[config.mk]
export PLATFORM = sky130hd
export DESIGN_NAME = alink_frame_rx
export DESIGN_NICKNAME = d
export VERILOG_FILES = /design/src/rtl/alink_rx_pkg.sv /design/src/rtl/alink_edge_det.sv /design/src/rtl/alink_frame_timer.sv /design/src/rtl/alink_slot_deser.sv /design/src/rtl/alink_commit.sv /design/src/rtl/alink_frame_rx.sv
export SDC_FILE = /design/constraint.sdc
export NUM_CORES = 1
export LEC_CHECK = 0
export CORE_MARGIN = 5
export CORE_UTILIZATION = 40
export CTS_CLUSTER_SIZE = 30
export DETAILED_ROUTE_END_ITERATION = 10
export GPL_ROUTABILITY_DRIVEN = 0
export MAX_ROUTING_LAYER = met4
export PLACE_DENSITY = 0.68
export SETUP_SLACK_MARGIN = 0.15
export SLEW_MARGIN = 20
export SYNTH_ARGS = -nofsm -noshare
export SYNTH_HDL_FRONTEND = slang
export SYNTH_SLANG_ARGS = --single-unit
[constraint.sdc]
create_clock -name clk -period 3.4 [get_ports clk]
set_input_delay 0.34 -clock clk [delete_from_list [all_inputs] [get_ports clk]]
set_output_delay 0.34 -clock clk [all_outputs]
set_load 0.02 [all_outputs]
[src/rtl/alink_rx_pkg.sv]
package alink_rx_pkg;

  localparam int FRAME_LEN_D = 256;
  localparam int SYNC_LEN_D  = 16;
  localparam int TAG_W_D     = 16;
  localparam int SLOT_W_D    = 20;
  localparam int NUM_TAGS_D  = 12;
  localparam int NUM_REC_D   = 2;
  localparam int IDX_W_D     = 7;
  localparam int DATA_W_D    = 16;
  localparam int REQ_W_D     = 10;

  // frame bit index of the last bit of data slot 'slot' (slot >= 1)
  function automatic int slot_last_bit(int tag_w, int slot_w, int slot);
    return tag_w + slot_w * slot - 1;
  endfunction

endpackage

[src/rtl/alink_edge_det.sv]
module alink_edge_det #(
  parameter int STAGES = 2
) (
  input  logic clk,
  input  logic rst,
  input  logic bclk_i,
  input  logic sdata_i,
  output logic rise_o,
  output logic fall_o,
  output logic sdata_o
);

  logic [STAGES:0]   bc_q;
  logic [STAGES-1:0] sd_q;

  always_ff @(posedge clk) begin
    if (rst) begin
      bc_q <= '0;
      sd_q <= '0;
    end else begin
      bc_q <= {bc_q[STAGES-1:0], bclk_i};
      sd_q <= {sd_q[STAGES-2:0], sdata_i};
    end
  end

  // data and clock pass through equal depth, so they stay aligned
  assign rise_o  = bc_q[STAGES-1] & ~bc_q[STAGES];
  assign fall_o  = ~bc_q[STAGES-1] & bc_q[STAGES];
  assign sdata_o = sd_q[STAGES-1];

endmodule

[src/rtl/alink_frame_timer.sv]
module alink_frame_timer #(
  parameter int FRAME_LEN = 256,
  parameter int SYNC_LEN  = 16,
  localparam int CW = $clog2(FRAME_LEN)
) (
  input  logic          clk,
  input  logic          rst,
  input  logic          rise_i,
  input  logic          fall_i,
  output logic          sync_o,
  output logic          samp_o,
  output logic [CW-1:0] idx_o
);

  logic [CW-1:0] cnt_q;
  logic [CW-1:0] cnt_n;
  logic          armed_q;
  logic          live_q;
  logic          first_bit;

  always_comb begin
    cnt_n = (cnt_q == CW'(FRAME_LEN - 1)) ? '0 : cnt_q + 1'b1;
  end

  always_ff @(posedge clk) begin
    if (rst) begin
      cnt_q   <= CW'(FRAME_LEN - 1);
      sync_o  <= 1'b0;
      armed_q <= 1'b0;
      live_q  <= 1'b0;
    end else begin
      if (rise_i) begin
        cnt_q   <= cnt_n;
        sync_o  <= (cnt_n < CW'(SYNC_LEN));
        armed_q <= 1'b1;
      end
      if (fall_i && first_bit) begin
        live_q <= 1'b1;
      end
    end
  end

  // the falling edge after the second rising edge carries frame bit 0
  assign first_bit = armed_q && (cnt_q == CW'(1));
  assign samp_o    = fall_i && (live_q || first_bit);
  assign idx_o     = (cnt_q == '0) ? CW'(FRAME_LEN - 1) : cnt_q - 1'b1;

  p_sync_rise_r1: assert property (@(posedge clk) disable iff (rst)
    (rise_i && cnt_q == CW'(FRAME_LEN - 1)) |=> sync_o);

  p_sync_fall_r1: assert property (@(posedge clk) disable iff (rst)
    (rise_i && cnt_q == CW'(SYNC_LEN - 1)) |=> !sync_o);

  p_sync_quiet_r1: assert property (@(posedge clk) disable iff (rst)
    !rise_i |=> $stable(sync_o));

endmodule

[src/rtl/alink_slot_deser.sv]
module alink_slot_deser
  import alink_rx_pkg::*;
#(
  parameter int FRAME_LEN = 256,
  parameter int TAG_W     = 16,
  parameter int SLOT_W    = 20,
  parameter int NUM_SLOTS = 4,
  localparam int CW = $clog2(FRAME_LEN)
) (
  input  logic                              clk,
  input  logic                              rst,
  input  logic                              samp_i,
  input  logic [CW-1:0]                     idx_i,
  input  logic                              sd_i,
  output logic [TAG_W-1:0]                  tag_word_o,
  output logic [NUM_SLOTS-1:0][SLOT_W-1:0]  slot_o,
  output logic                              frame_end_o
);

  logic [SLOT_W-1:0] sreg_q;
  logic [SLOT_W-1:0] cap;

  assign cap = {sreg_q[SLOT_W-2:0], sd_i};

  always_ff @(posedge clk) begin
    if (rst) begin
      sreg_q      <= '0;
      tag_word_o  <= '0;
      frame_end_o <= 1'b0;
    end else begin
      frame_end_o <= samp_i && (idx_i == CW'(FRAME_LEN - 1));
      if (samp_i) begin
        sreg_q <= cap;
        if (idx_i == CW'(TAG_W - 1)) begin
          tag_word_o <= cap[TAG_W-1:0];
        end
      end
    end
  end

  for (genvar g = 0; g < NUM_SLOTS; g++) begin : g_slot
    localparam int LAST = slot_last_bit(TAG_W, SLOT_W, g + 1);
    always_ff @(posedge clk) begin
      if (rst) begin
        slot_o[g] <= '0;
      end else if (samp_i && idx_i == CW'(LAST)) begin
        slot_o[g] <= cap;
      end
    end
  end

  p_end_single_r3: assert property (@(posedge clk) disable iff (rst)
    frame_end_o |=> !frame_end_o);

  p_tag_hold_r2: assert property (@(posedge clk) disable iff (rst)
    !samp_i |=> $stable(tag_word_o));

endmodule

[src/rtl/alink_commit.sv]
module alink_commit #(
  parameter int TAG_W     = 16,
  parameter int SLOT_W    = 20,
  parameter int NUM_TAGS  = 12,
  parameter int NUM_REC   = 2,
  parameter int SAMPLE_W  = 20,
  parameter int IDX_W     = 7,
  parameter int DATA_W    = 16,
  parameter int REQ_W     = 10,
  localparam int NUM_SLOTS = 2 + NUM_REC
) (
  input  logic                              clk,
  input  logic                              rst,
  input  logic                              end_i,
  input  logic [TAG_W-1:0]                  tag_word_i,
  input  logic [NUM_SLOTS-1:0][SLOT_W-1:0]  slot_i,
  output logic                              frame_done_o,
  output logic                              codec_ready_o,
  output logic                              not_ready_o,
  output logic [NUM_TAGS-1:0]               tags_o,
  output logic                              read_done_o,
  output logic [IDX_W-1:0]                  reg_idx_o,
  output logic [DATA_W-1:0]                 reg_data_o,
  output logic [REQ_W-1:0]                  req_o,
  output logic [NUM_REC-1:0][SAMPLE_W-1:0]  rec_o
);

  localparam int RDY_BIT  = TAG_W - 1;
  localparam int IDX_TOP  = SLOT_W - 2;
  localparam int REQ_TOP  = IDX_TOP - IDX_W;
  localparam int DATA_TOP = SLOT_W - 1;

  logic                rdy;
  logic [NUM_TAGS-1:0] tags;
  logic                rd_ok;
  logic                unused_bits;

  always_comb begin
    rdy = tag_word_i[RDY_BIT];
    for (int k = 0; k < NUM_TAGS; k++) begin
      tags[k] = tag_word_i[RDY_BIT-1-k];
    end
  end

  assign rd_ok = rdy && tags[0] && tags[1];

  assign unused_bits = ^{tag_word_i[RDY_BIT-NUM_TAGS-1:0], slot_i[0][SLOT_W-1],
                         slot_i[0][REQ_TOP-REQ_W:0], slot_i[1][DATA_TOP-DATA_W:0]};

  always_ff @(posedge clk) begin
    if (rst) begin
      frame_done_o  <= 1'b0;
      codec_ready_o <= 1'b0;
      not_ready_o   <= 1'b0;
      tags_o        <= '0;
      read_done_o   <= 1'b0;
      reg_idx_o     <= '0;
      reg_data_o    <= '0;
      req_o         <= '0;
    end else begin
      frame_done_o <= end_i;
      read_done_o  <= end_i && rd_ok;
      if (end_i) begin
        codec_ready_o <= rdy;
        not_ready_o   <= !rdy;
        tags_o        <= tags;
        if (rdy) begin
          req_o <= slot_i[0][REQ_TOP -: REQ_W];
        end
        if (rd_ok) begin
          reg_idx_o  <= slot_i[0][IDX_TOP -: IDX_W];
          reg_data_o <= slot_i[1][DATA_TOP -: DATA_W];
        end
      end
    end
  end

  for (genvar c = 0; c < NUM_REC; c++) begin : g_rec
    always_ff @(posedge clk) begin
      if (rst) begin
        rec_o[c] <= '0;
      end else if (end_i && rdy && tags[2+c]) begin
        rec_o[c] <= slot_i[2+c][SLOT_W-1 -: SAMPLE_W];
      end
    end

    p_rec_hold_r6: assert property (@(posedge clk) disable iff (rst)
      (frame_done_o && !tags_o[2+c]) |-> $stable(rec_o[c]));
  end

  p_done_pulse_r3: assert property (@(posedge clk) disable iff (rst)
    frame_done_o |=> !frame_done_o);

  p_read_qual_r4: assert property (@(posedge clk) disable iff (rst)
    read_done_o |-> (frame_done_o && codec_ready_o && tags_o[0] && tags_o[1]));

  p_regs_quiet_r4: assert property (@(posedge clk) disable iff (rst)
    !read_done_o |-> ($stable(reg_idx_o) && $stable(reg_data_o)));

  p_hold_not_ready_r8: assert property (@(posedge clk) disable iff (rst)
    (frame_done_o && not_ready_o) |-> ($stable(req_o) && $stable(rec_o) && !read_done_o));

endmodule

[src/rtl/alink_frame_rx.sv]
module alink_frame_rx
  import alink_rx_pkg::*;
#(
  parameter int SAMPLE_W    = 20,
  parameter int SYNC_STAGES = 2,
  parameter int FRAME_LEN   = FRAME_LEN_D,
  parameter int SYNC_LEN    = SYNC_LEN_D
) (
  input  logic                    clk,
  input  logic                    rst,
  input  logic                    bit_clk_i,
  input  logic                    sdata_i,
  output logic                    sync_o,
  output logic                    frame_done_o,
  output logic                    codec_ready_o,
  output logic                    not_ready_o,
  output logic [NUM_TAGS_D-1:0]   slot_tags_o,
  output logic                    read_done_o,
  output logic [IDX_W_D-1:0]      reg_idx_o,
  output logic [DATA_W_D-1:0]     reg_data_o,
  output logic [REQ_W_D-1:0]      slot_req_o,
  output logic [SAMPLE_W-1:0]     rec_left_o,
  output logic [SAMPLE_W-1:0]     rec_right_o
);

  localparam int CW        = $clog2(FRAME_LEN);
  localparam int NUM_SLOTS = 2 + NUM_REC_D;

  logic                                 rise;
  logic                                 fall;
  logic                                 sd;
  logic                                 samp;
  logic [CW-1:0]                        idx;
  logic [TAG_W_D-1:0]                   tag_word;
  logic [NUM_SLOTS-1:0][SLOT_W_D-1:0]   slots;
  logic                                 frame_end;
  logic [NUM_REC_D-1:0][SAMPLE_W-1:0]   rec;

  alink_edge_det #(.STAGES(SYNC_STAGES)) u_edge (
    .clk(clk), .rst(rst), .bclk_i(bit_clk_i), .sdata_i(sdata_i),
    .rise_o(rise), .fall_o(fall), .sdata_o(sd)
  );

  alink_frame_timer #(.FRAME_LEN(FRAME_LEN), .SYNC_LEN(SYNC_LEN)) u_timer (
    .clk(clk), .rst(rst), .rise_i(rise), .fall_i(fall),
    .sync_o(sync_o), .samp_o(samp), .idx_o(idx)
  );

  alink_slot_deser #(
    .FRAME_LEN(FRAME_LEN), .TAG_W(TAG_W_D), .SLOT_W(SLOT_W_D), .NUM_SLOTS(NUM_SLOTS)
  ) u_deser (
    .clk(clk), .rst(rst), .samp_i(samp), .idx_i(idx), .sd_i(sd),
    .tag_word_o(tag_word), .slot_o(slots), .frame_end_o(frame_end)
  );

  alink_commit #(
    .TAG_W(TAG_W_D), .SLOT_W(SLOT_W_D), .NUM_TAGS(NUM_TAGS_D), .NUM_REC(NUM_REC_D),
    .SAMPLE_W(SAMPLE_W), .IDX_W(IDX_W_D), .DATA_W(DATA_W_D), .REQ_W(REQ_W_D)
  ) u_commit (
    .clk(clk), .rst(rst), .end_i(frame_end), .tag_word_i(tag_word), .slot_i(slots),
    .frame_done_o(frame_done_o), .codec_ready_o(codec_ready_o), .not_ready_o(not_ready_o),
    .tags_o(slot_tags_o), .read_done_o(read_done_o), .reg_idx_o(reg_idx_o),
    .reg_data_o(reg_data_o), .req_o(slot_req_o), .rec_o(rec)
  );

  assign rec_left_o  = rec[0];
  assign rec_right_o = rec[1];

endmodule

==> results of run 1 <==
==> logic make-up (layout without fill, tap and decap cells) <==
group / Yosys count / count (layout) / share of synthesized area, %
compound gates: 154 / 154 / 10.0
xor+xnor: 5 / 5 / 0.528
flops: 211 / 211 / 50.9
mux: 82 / 82 / 9.90
fa+ha+maj: 4 / 4 / 0.604
simple gates: 386 / 386 / 23.5
buf+inv: 74 / 146 / 4.53
==> worst min-delay path by stage <==
stage | slack (ps) | from | end | depth (start not counted)
after floorplan | 410 | u_edge.bc_q[0] | u_edge.bc_q[1] | 1
after global placement | 430 | u_edge.bc_q[0] | u_edge.bc_q[1] | 1
after detailed placement | 440 | u_edge.bc_q[0] | u_edge.bc_q[1] | 1
after CTS | 360 | rst | u_commit.tags_o[1] | 2
after global routing | 390 | bit_clk_i | u_edge.bc_q[0] | 2
final | 360 | rst | u_commit.tags_o[1] | 2
==> synth_stat cells (7+ instances only) <==
master | instances | area [sq um]
inv_1 | 7 | 26.3
a21oi_1 | 115 | 576
o21ai_1 | 17 | 85.1
mux2i_1 | 82 | 821
dfxtp_1 | 211 | 4220
and3_1 | 8 | 50.1
nor2_1 | 27 | 101
nand3_1 | 21 | 105
nand2b_1 | 93 | 582
clkbuf_1 | 46 | 173
nand2_1 | 195 | 732
buf_2 | 10 | 50.1
==> per-layer routing <==
layer	vias up	track usage, %	wire length (um)
li1	3199	-	-
met1	2905	21.5	9110
met2	136	25.0	8880
met3	28	2.89	834
met4	0	3.87	433
met5	-	-	0
==> flip-flops by register name, summed over array words and instances, names as in the netlist <==
signal / count
u_commit.frame_done_o: 1
u_commit.reg_data_o: 16
u_edge.bc_q: 3
u_deser.sreg_q: 19
u_deser.slot_o: 73
u_commit.rec_o: 40
u_timer.sync_o: 1
u_commit.not_ready_o: 1
u_deser.tag_word_o: 13
u_commit.codec_ready_o: 1
u_edge.sd_q: 2
u_commit.read_done_o: 1
u_deser.frame_end_o: 1
u_timer.live_q: 1
u_commit.reg_idx_o: 7
u_timer.armed_q: 1
u_commit.tags_o: 12
u_commit.req_o: 10
u_timer.cnt_q: 8
==> worst max-delay path, delay by kind of cell, from the launching register on <==
kind                       cells  cell delay (ps)
adders and majority gates      1              250
DFF                            1              410
buffers and inverters          2              500
and+or+nand+nor                4             1230
muxes                          1              240
==> layout make-up <==
| class | count | area, sq um | area share, % |
|---|---|---|---|
| repair buffers | 103 | 1010 | 10.1 |
| flip-flops and latches | 211 | 4220 | 42.2 |
| clock inverters | 6 | 72.6 | 0.725 |
| well taps | 270 | 338 | 3.38 |
| multi-input cells | 631 | 3690 | 36.9 |
| inverters | 7 | 26.3 | 0.263 |
| clock buffers | 30 | 642 | 6.42 |
==> through the flow <==
step / utilization, % / setup WS [ps] / area (sq um) / hold slack [ps]
after global placement: 45.8 / 851 / 9290 / 426
after detailed placement: 45.8 / 713 / 9290 / 444
after global routing: 49.3 / 565 / 10000 / 392
final: 49.3 / 695 / 10000 / 360
after CTS: 49.3 / 696 / 10000 / 359
after floorplan: - / 1120 / 8290 / 414
==> where the power goes <==
| group | internal (mW) | switching, mW |
|---|---|---|
| Clock | 1.40 | 0.967 |
| Sequential | 2.48 | 0.0217 |
| Combinational | 0.0525 | 0.0733 |
==> flow_summary.json, run 1 <==
{
  "outcome": "complete, no violations",
  "cts_root_buf": "clkbuf_16",
  "ir_drop_v": 0.000362,
  "die_h_um": 154,
  "critPathCapture": "u_deser.slot_o[59]",
  "synth-warning-count": 0,
  "synthFlopType": "dfxtp_1",
  "yosysUniqueCellTypes": 58,
  "grt_pass1_wl_um": 30600,
  "ctsHoldBuffers": 0,
  "cts.sinks": 211,
  "hold_viol_final": 0,
  "crit_start": "u_timer.cnt_q[0]",
  "nets": 985,
  "grt_antenna_before_repair": 0,
  "port_buffers": 93,
  "synth-async-reset-ratio_pct": 0,
  "start_util_pct": 40.9,
  "area_growth_pct": 20.6,
  "grt_setup_unrepaired": "false",
  "hold_path_class": "input pin to flip-flop",
  "fin_skew_ps": 13.5,
  "wl_per_cell_um": 15.3,
  "slew_headroom_pct": 43.7,
  "synth_area_sq_um": 8290,
  "grt_max_degree": 137,
  "cp_max_fo": 20,
  "final_common_cell": "dfxtp_1",
  "reg2reg_slack_ps": 690,
  "hpwl_um": 12700,
  "tns_ps": 0,
  "ioPinCount": 94,
  "crit_chain": "inv_1 > ha_1 > or3b_1 > or3_4 > nand3_4 > and4_1 > buf_4 > mux2i_1",
  "routed_wl_um": 19300,
  "num_vias": 6268,
  "r2r_start": "u_timer.cnt_q[0]",
  "grt_usage_pct": 15.9,
  "drc": 0,
  "report.final.slew_viol_count": 0,
  "arrival_ps": 3140,
  "ff2ff_path_depth": 8,
  "dp_cells": 1222,
  "cap_violations": 0,
  "antennaDiodeCount": 0,
  "syn_nets": 924,
  "p_leak_nw": 3.66,
  "drt-initial-drc-count": 398,
  "clock_path_buffers": 3,
  "grt_pass1_vias": 5767,
  "final_cell_mix": "dfxtp_1 (211), nand2_1 (195), a21oi_1 (115)",
  "drtPass1Iterations": 5,
  "yosysSeqAreaShare_pct": 50.9,
  "die_area_sq_um": 23700,
  "fp-row-count": 52,
  "coreArea_sq_um": 20300,
  "cts_buffers": 23,
  "critPathKind": "flip-flop to flip-flop",
  "cp_slowest_cell": "dfxtp_1",
  "p_total_mw": 5.00,
  "fin_cells": 1258,
  "end_kind": "flip-flop",
  "ys_ff_latch": 211,
  "drive_above_1_share_pct": 5.77,
  "via_per_inst": 4.98,
  "setup_viol": 0,
  "startpoint_type": "flip-flop",
  "r2r_end": "u_deser.slot_o[59]",
  "max_freq_mhz": 370,
  "finalCritPeriodShare_pct": 79.6,
  "tightest_slew_ps": 845,
  "synth_edf_count": 0,
  "netlist_instances": 916,
  "die_x_um": 154,
  "min_period_ps": 2710,
  "syn_avg_cell_area_sq_um": 9.05,
  "clkTransAtPathRegs_ps": 60,
  "cts_resized": 0,
  "postCtsSetupBuffers": 0,
  "postRouteAntennaNets": 0,
  "clk_latency_ps": 520,
  "gr-total-overflow": 0,
  "htreeDepth": 1,
  "fillCellCount": 1941,
  "tritoncts": "done",
  "critPathMaxStageDelay_ps": 410,
  "crit_required_ps": 3840,
  "power_density_nw_per_um2": 499
}
Note: power is estimated with default switching activity, not from simulation.
==> run 2, diff against run 1 <==
==> constraint.sdc (replaced) <==
create_clock -name clk -period 2.7 [get_ports clk]
set_input_delay 0.27 -clock clk [delete_from_list [all_inputs] [get_ports clk]]
set_output_delay 0.27 -clock clk [all_outputs]
set_load 0.02 [all_outputs]
==> run 2 against run 1 <==
Die area stayed put. Routed wire length down 0.49%. Core utilization grew 0.41 points. Total power is 24% higher. Design area increased by 0.84%. Sequential cell count is the same. Worst setup slack lost 400 ps. Maximum frequency is 13% higher. Clock skew rose by 0.94 ps. Hold slack lost 100 ps. Non-clock buffer count rose by 10. Combinational power rose by 39%. Critical path type unchanged. Critical endpoint is now u_deser.slot_o[46].
==> flow_summary.json, run 2 (synthesized netlist as in run 1, its figures left out) <==
{
  "outcome": "complete, no violations",
  "critPathMaxStageDelay_ps": 410,
  "largest_reg_flops": 73,
  "cts_buffers": 23,
  "grt_antenna_before_repair": 0,
  "whs_path_depth": 2,
  "fp-row-count": 52,
  "fin_skew_ps": 14.4,
  "via_per_inst": 4.99,
  "report.final.slew_viol_count": 0,
  "tritoncts": "done",
  "clock_path_buffers": 3,
  "grt_max_degree": 110,
  "fin_cells": 1274,
  "setup_ws_ps": 299,
  "drt-initial-drc-count": 345,
  "largestRegisters": "u_deser.slot_o: 73 flops, u_commit.rec_o: 40 flops, u_deser.sreg_q: 19 flops",
  "port_buffers": 93,
  "die_h_um": 154,
  "cap_violations": 0,
  "postCtsSetupBuffers": 0,
  "setup_viol": 0,
  "regMostFlops": "u_deser.slot_o",
  "crit_required_ps": 3120,
  "pre_cts_slack_ps": 248,
  "tightest_slew_ps": 851,
  "hpwl_um": 12900,
  "cts_resized": 0,
  "hp-start": "rst",
  "p_leak_nw": 3.70,
  "start_util_pct": 40.9,
  "die_area_sq_um": 23700,
  "clk_latency_ps": 500,
  "tns_ps": 0,
  "critPathKind": "flip-flop to flip-flop",
  "gr-total-overflow": 0,
  "dp_cells": 1232,
  "critPathBufInv": 2,
  "grt_setup_unrepaired": "false",
  "ff2ff_path_depth": 8,
  "slew_headroom_pct": 43.1,
  "hold_path_class": "input pin to flip-flop",
  "ir_drop_v": 0.000412,
  "power_density_nw_per_um2": 615,
  "grt_pass1_vias": 5882,
  "crit_chain": "inv_2 > ha_2 > or3b_1 > or3_4 > nand3_4 > and4_1 > buf_12 > mux2i_1",
  "ctsHoldBuffers": 0,
  "clkTransAtPathRegs_ps": 60,
  "crit_start": "u_timer.cnt_q[0]",
  "path_delay_family": "simple AND/OR/NAND/NOR gates",
  "r2r_start": "u_timer.cnt_q[0]",
  "cp_slowest_cell": "dfxtp_1",
  "finalCritPeriodShare_pct": 88.9,
  "cp_max_fo": 20,
  "grt_pass1_wl_um": 30700,
  "end_kind": "flip-flop",
  "cts.sinks": 211,
  "startpoint_type": "flip-flop",
  "ioPinCount": 94,
  "routed_wl_um": 19200,
  "final_cell_mix": "dfxtp_1 (211), nand2_1 (195), a21oi_1 (115)",
  "postRouteAntennaNets": 0,
  "nets": 995,
  "area_growth_pct": 21.6,
  "min_period_ps": 2400,
  "drc": 0,
  "wl_per_cell_um": 15.0,
  "max_freq_mhz": 416,
  "final_common_cell": "dfxtp_1",
  "htreeDepth": 1,
  "num_vias": 6359,
  "hold_viol_final": 0,
  "grt_usage_pct": 15.9,
  "arrival_ps": 2820,
  "die_x_um": 154,
  "cts_root_buf": "clkbuf_16",
  "coreArea_sq_um": 20300,
  "drtPass1Iterations": 4,
  "drive_above_1_share_pct": 7.47,
  "antennaDiodeCount": 0,
  "critical_path_depth": 8
}
## run 2: changes by cell type in the layout (fill, tap and decap cells not counted), sizes merged
| cell | before | now |
|---|---|---|
| inv | 8 | 9 |
| clkinvlp | 1 | 2 |
| buf | 11 | 21 |
| bufinv | 1 | 0 |
| clkbuf | 30 | 31 |
| clkinv | 3 | 7 |
## run 2: worst paths after layout
check,end,slack [ps]
worst max-delay path,u_deser.slot_o[46],300
worst min register to register,u_edge.bc_q[1],430
worst max register to register,u_deser.slot_o[46],300
worst min-delay path,u_commit.tags_o[11],260
## run 2: cell type report
cell class,instances,area [sq um]
clock buffer,31,636
clock inverter,11,67.6
fill,1921,10200
inverter,7,26.3
multi-input combinational,631,3700
sequential,211,4220
tap,270,338
timing repair buffer,113,1090
## run 2: stage by stage
stage / total power [mW] / util (%) / hold WS [ps] / instance area (sq um)
4_1_cts: 6.27 / 49.7 / 253 / 10100
3_3_place_gp: 3.39 / 46.2 / 423 / 9380
2_1_floorplan: 3.35 / - / 398 / 8290
6_report: 6.20 / 49.7 / 258 / 10100
5_1_grt: 6.44 / 49.7 / 290 / 10100
3_5_place_dp: 3.39 / 46.2 / 420 / 9380
## run 2: per-layer routing
metal | track usage [%] | wire length, um | part of all wire, %
met3 | 2.42 | 880 | 4.6
met5 | - | 0 | 0
met1 | 22.0 | 9280 | 48
met2 | 25.0 | 8790 | 46
met4 | 2.78 | 215 | 1.1
## run 2: power breakdown
group	leakage, nW	switching (mW)	internal [mW]	total (mW)
combinational	1.66	0.102	0.0727	0.175
sequential	1.70	0.0192	3.12	3.14
clock	0.348	1.22	1.66	2.88
total	3.70	1.34	4.86	6.20
==> run 3, diff against run 2 <==
--- a/config.mk
+++ b/config.mk
@@ -5,7 +5,6 @@
 export SDC_FILE = /design/constraint.sdc
 export NUM_CORES = 1
 export LEC_CHECK = 0
-export CORE_MARGIN = 5
 export CORE_UTILIZATION = 40
 export CTS_CLUSTER_SIZE = 30
 export DETAILED_ROUTE_END_ITERATION = 10
==> run 3 against run 2 <==
Hold slack worse by 52 ps. Combinational power down 4%. Critical path depth unchanged. First-iteration DRC count up 28%. Global-route usage up 2.5 points. Via count down 1.1%. Total power up 5.5%. Critical endpoint is now u_deser.slot_o[45]. Highest routed layer unchanged.
==> flow_summary.json, run 3 (synthesized netlist as in run 1, its figures left out) <==
{
  "outcome": "complete, no violations",
  "multi_input_area_sq_um": 3700,
  "area_growth_pct": 22.3,
  "drive_above_1_share_pct": 7.11,
  "fillCellCount": 1935,
  "ioPinCount": 94,
  "grt_max_degree": 79,
  "pre_cts_slack_ps": 304,
  "finalCritPeriodShare_pct": 88.6,
  "clock_path_buffers": 3,
  "via_per_inst": 4.96,
  "port_buffers": 93,
  "cts_buffers": 23,
  "antennaDiodeCount": 0,
  "grt_setup_unrepaired": "false",
  "min_period_ps": 2390,
  "critPathBufInv": 2,
  "cp_slowest_cell": "dfxtp_1",
  "num_vias": 6292,
  "cap_violations": 0,
  "gr-total-overflow": 0,
  "fin_skew_ps": 10.3,
  "critPathKind": "flip-flop to flip-flop",
  "crit_chain": "inv_1 > ha_2 > or3b_1 > or3_4 > nand3_4 > and4_1 > buf_12 > mux2i_1",
  "report.final.slew_viol_count": 0,
  "hpwl_um": 12500,
  "cts_root_buf": "clkbuf_16",
  "grt_usage_pct": 18.4,
  "path_delay_family": "simple AND/OR/NAND/NOR gates",
  "slew_headroom_pct": 45.9,
  "critPathMaxStageDelay_ps": 400,
  "largest_reg_flops": 73,
  "final_common_cell": "dfxtp_1",
  "fp-row-count": 52,
  "die_h_um": 146,
  "drc": 0,
  "regMostFlops": "u_deser.slot_o",
  "hold_path_class": "input pin to flip-flop",
  "grt_pass1_wl_um": 30600,
  "routed_wl_um": 19100,
  "die_area_sq_um": 21300,
  "end_kind": "flip-flop",
  "hold_viol_final": 0,
  "nets": 990,
  "met2_usage_pct": 28.0,
  "ir_drop_v": 0.000409,
  "seqCellArea_sq_um": 4220,
  "max_freq_mhz": 418,
  "coreArea_sq_um": 20300,
  "use_met1_pct": 25.6,
  "grt_use_met3_pct": 2.70,
  "dp_cells": 1227,
  "clk_latency_ps": 510,
  "setup_ws_ps": 306,
  "final_cell_mix": "dfxtp_1 (211), nand2_1 (195), a21oi_1 (115)",
  "wl_per_cell_um": 15.1,
  "cts.sinks": 211,
  "arrival_ps": 2830,
  "postCtsSetupBuffers": 0,
  "htreeDepth": 1,
  "tightest_slew_ps": 812,
  "tns_ps": 0,
  "crit_required_ps": 3130,
  "drtPass1Iterations": 5,
  "setup_viol": 0,
  "start_util_pct": 40.9,
  "clkTransAtPathRegs_ps": 60,
  "tritoncts": "done",
  "drt-initial-drc-count": 440,
  "fin_cells": 1268,
  "die_x_um": 146,
  "grt_antenna_before_repair": 0,
  "p_leak_nw": 3.73,
  "power_density_nw_per_um2": 645,
  "largestRegisters": "u_deser.slot_o: 73 flops, u_commit.rec_o: 40 flops, u_deser.sreg_q: 19 flops",
  "cp_max_fo": 20,
  "postRouteAntennaNets": 0,
  "startpoint_type": "flip-flop",
  "grt_pass1_vias": 5780,
  "busiest_layer": "met2"
}
## run 3: cell count changes in the layout (fill, tap and decap cells not counted)
cell       delta
clkinv_2      -2
clkbuf_1      -3
clkbuf_8      +2
and3_2        +1
inv_6         -1
and3_1        -1
buf_4         -5
inv_2         -2
bufinv_16     +3
inv_1         +2
## run 3: worst paths after layout
kind	startpoint	to	slack, ps	depth (start not counted)
setup / recovery	u_timer.cnt_q[0]	u_deser.slot_o[45]	310	8
hold / removal	rst	u_deser.sreg_q[18]	210	2
setup reg to reg	u_timer.cnt_q[0]	u_deser.slot_o[45]	310	8
hold reg to reg	u_edge.bc_q[0]	u_edge.bc_q[1]	440	1
## run 3: stage by stage
stage | hold WS [ps] | utilization, % | total power [mW] | instance area, sq um
final | 206 | 49.9 | 6.54 | 10100
after global routing | 230 | 49.9 | 6.76 | 10100
after CTS | 198 | 49.9 | 6.60 | 10100
after detailed placement | 425 | 46.0 | 3.38 | 9340
after global placement | 426 | 46.0 | 3.38 | 9340
after floorplan | 398 | - | 3.35 | 8290
## run 3: cell type report
class | instances | area share [%]
Clock buffer | 30 | 6.43
Clock inverter | 11 | 1.37
Inverter | 7 | 0.259
Multi-Input combinational cell | 631 | 36.5
Sequential cell | 211 | 41.7
Tap cell | 270 | 3.33
Timing Repair Buffer | 108 | 10.4
## run 3: report_power, final
group	total, mW	leakage (nW)	internal, mW	switching, mW
logic	0.168	1.64	0.0689	0.0987
registers	3.15	1.70	3.12	0.0213
clock network	3.23	0.389	1.99	1.24
total	6.54	3.73	5.18	1.36
## run 3: layer usage
metal	vias to the layer above	wire length, um
met5	-	0
met4	0	297
met3	24	998
met2	146	8690
met1	2935	9150
li1	3187	-
## run 3: worst register-to-register path, delay by kind of cell (launching register included)
family                     cells  cell delay (ps)
adders and majority gates      1              240
buffers and inverters          2              360
DFF                            1              400
muxes                          1              210
and+or+nand+nor                4             1110
## run 3: timing repair
item,4_1_cts,5_1_grt
hold buffers,0,0
setup endpoints to repair,0,20
gates resized for setup,0,3
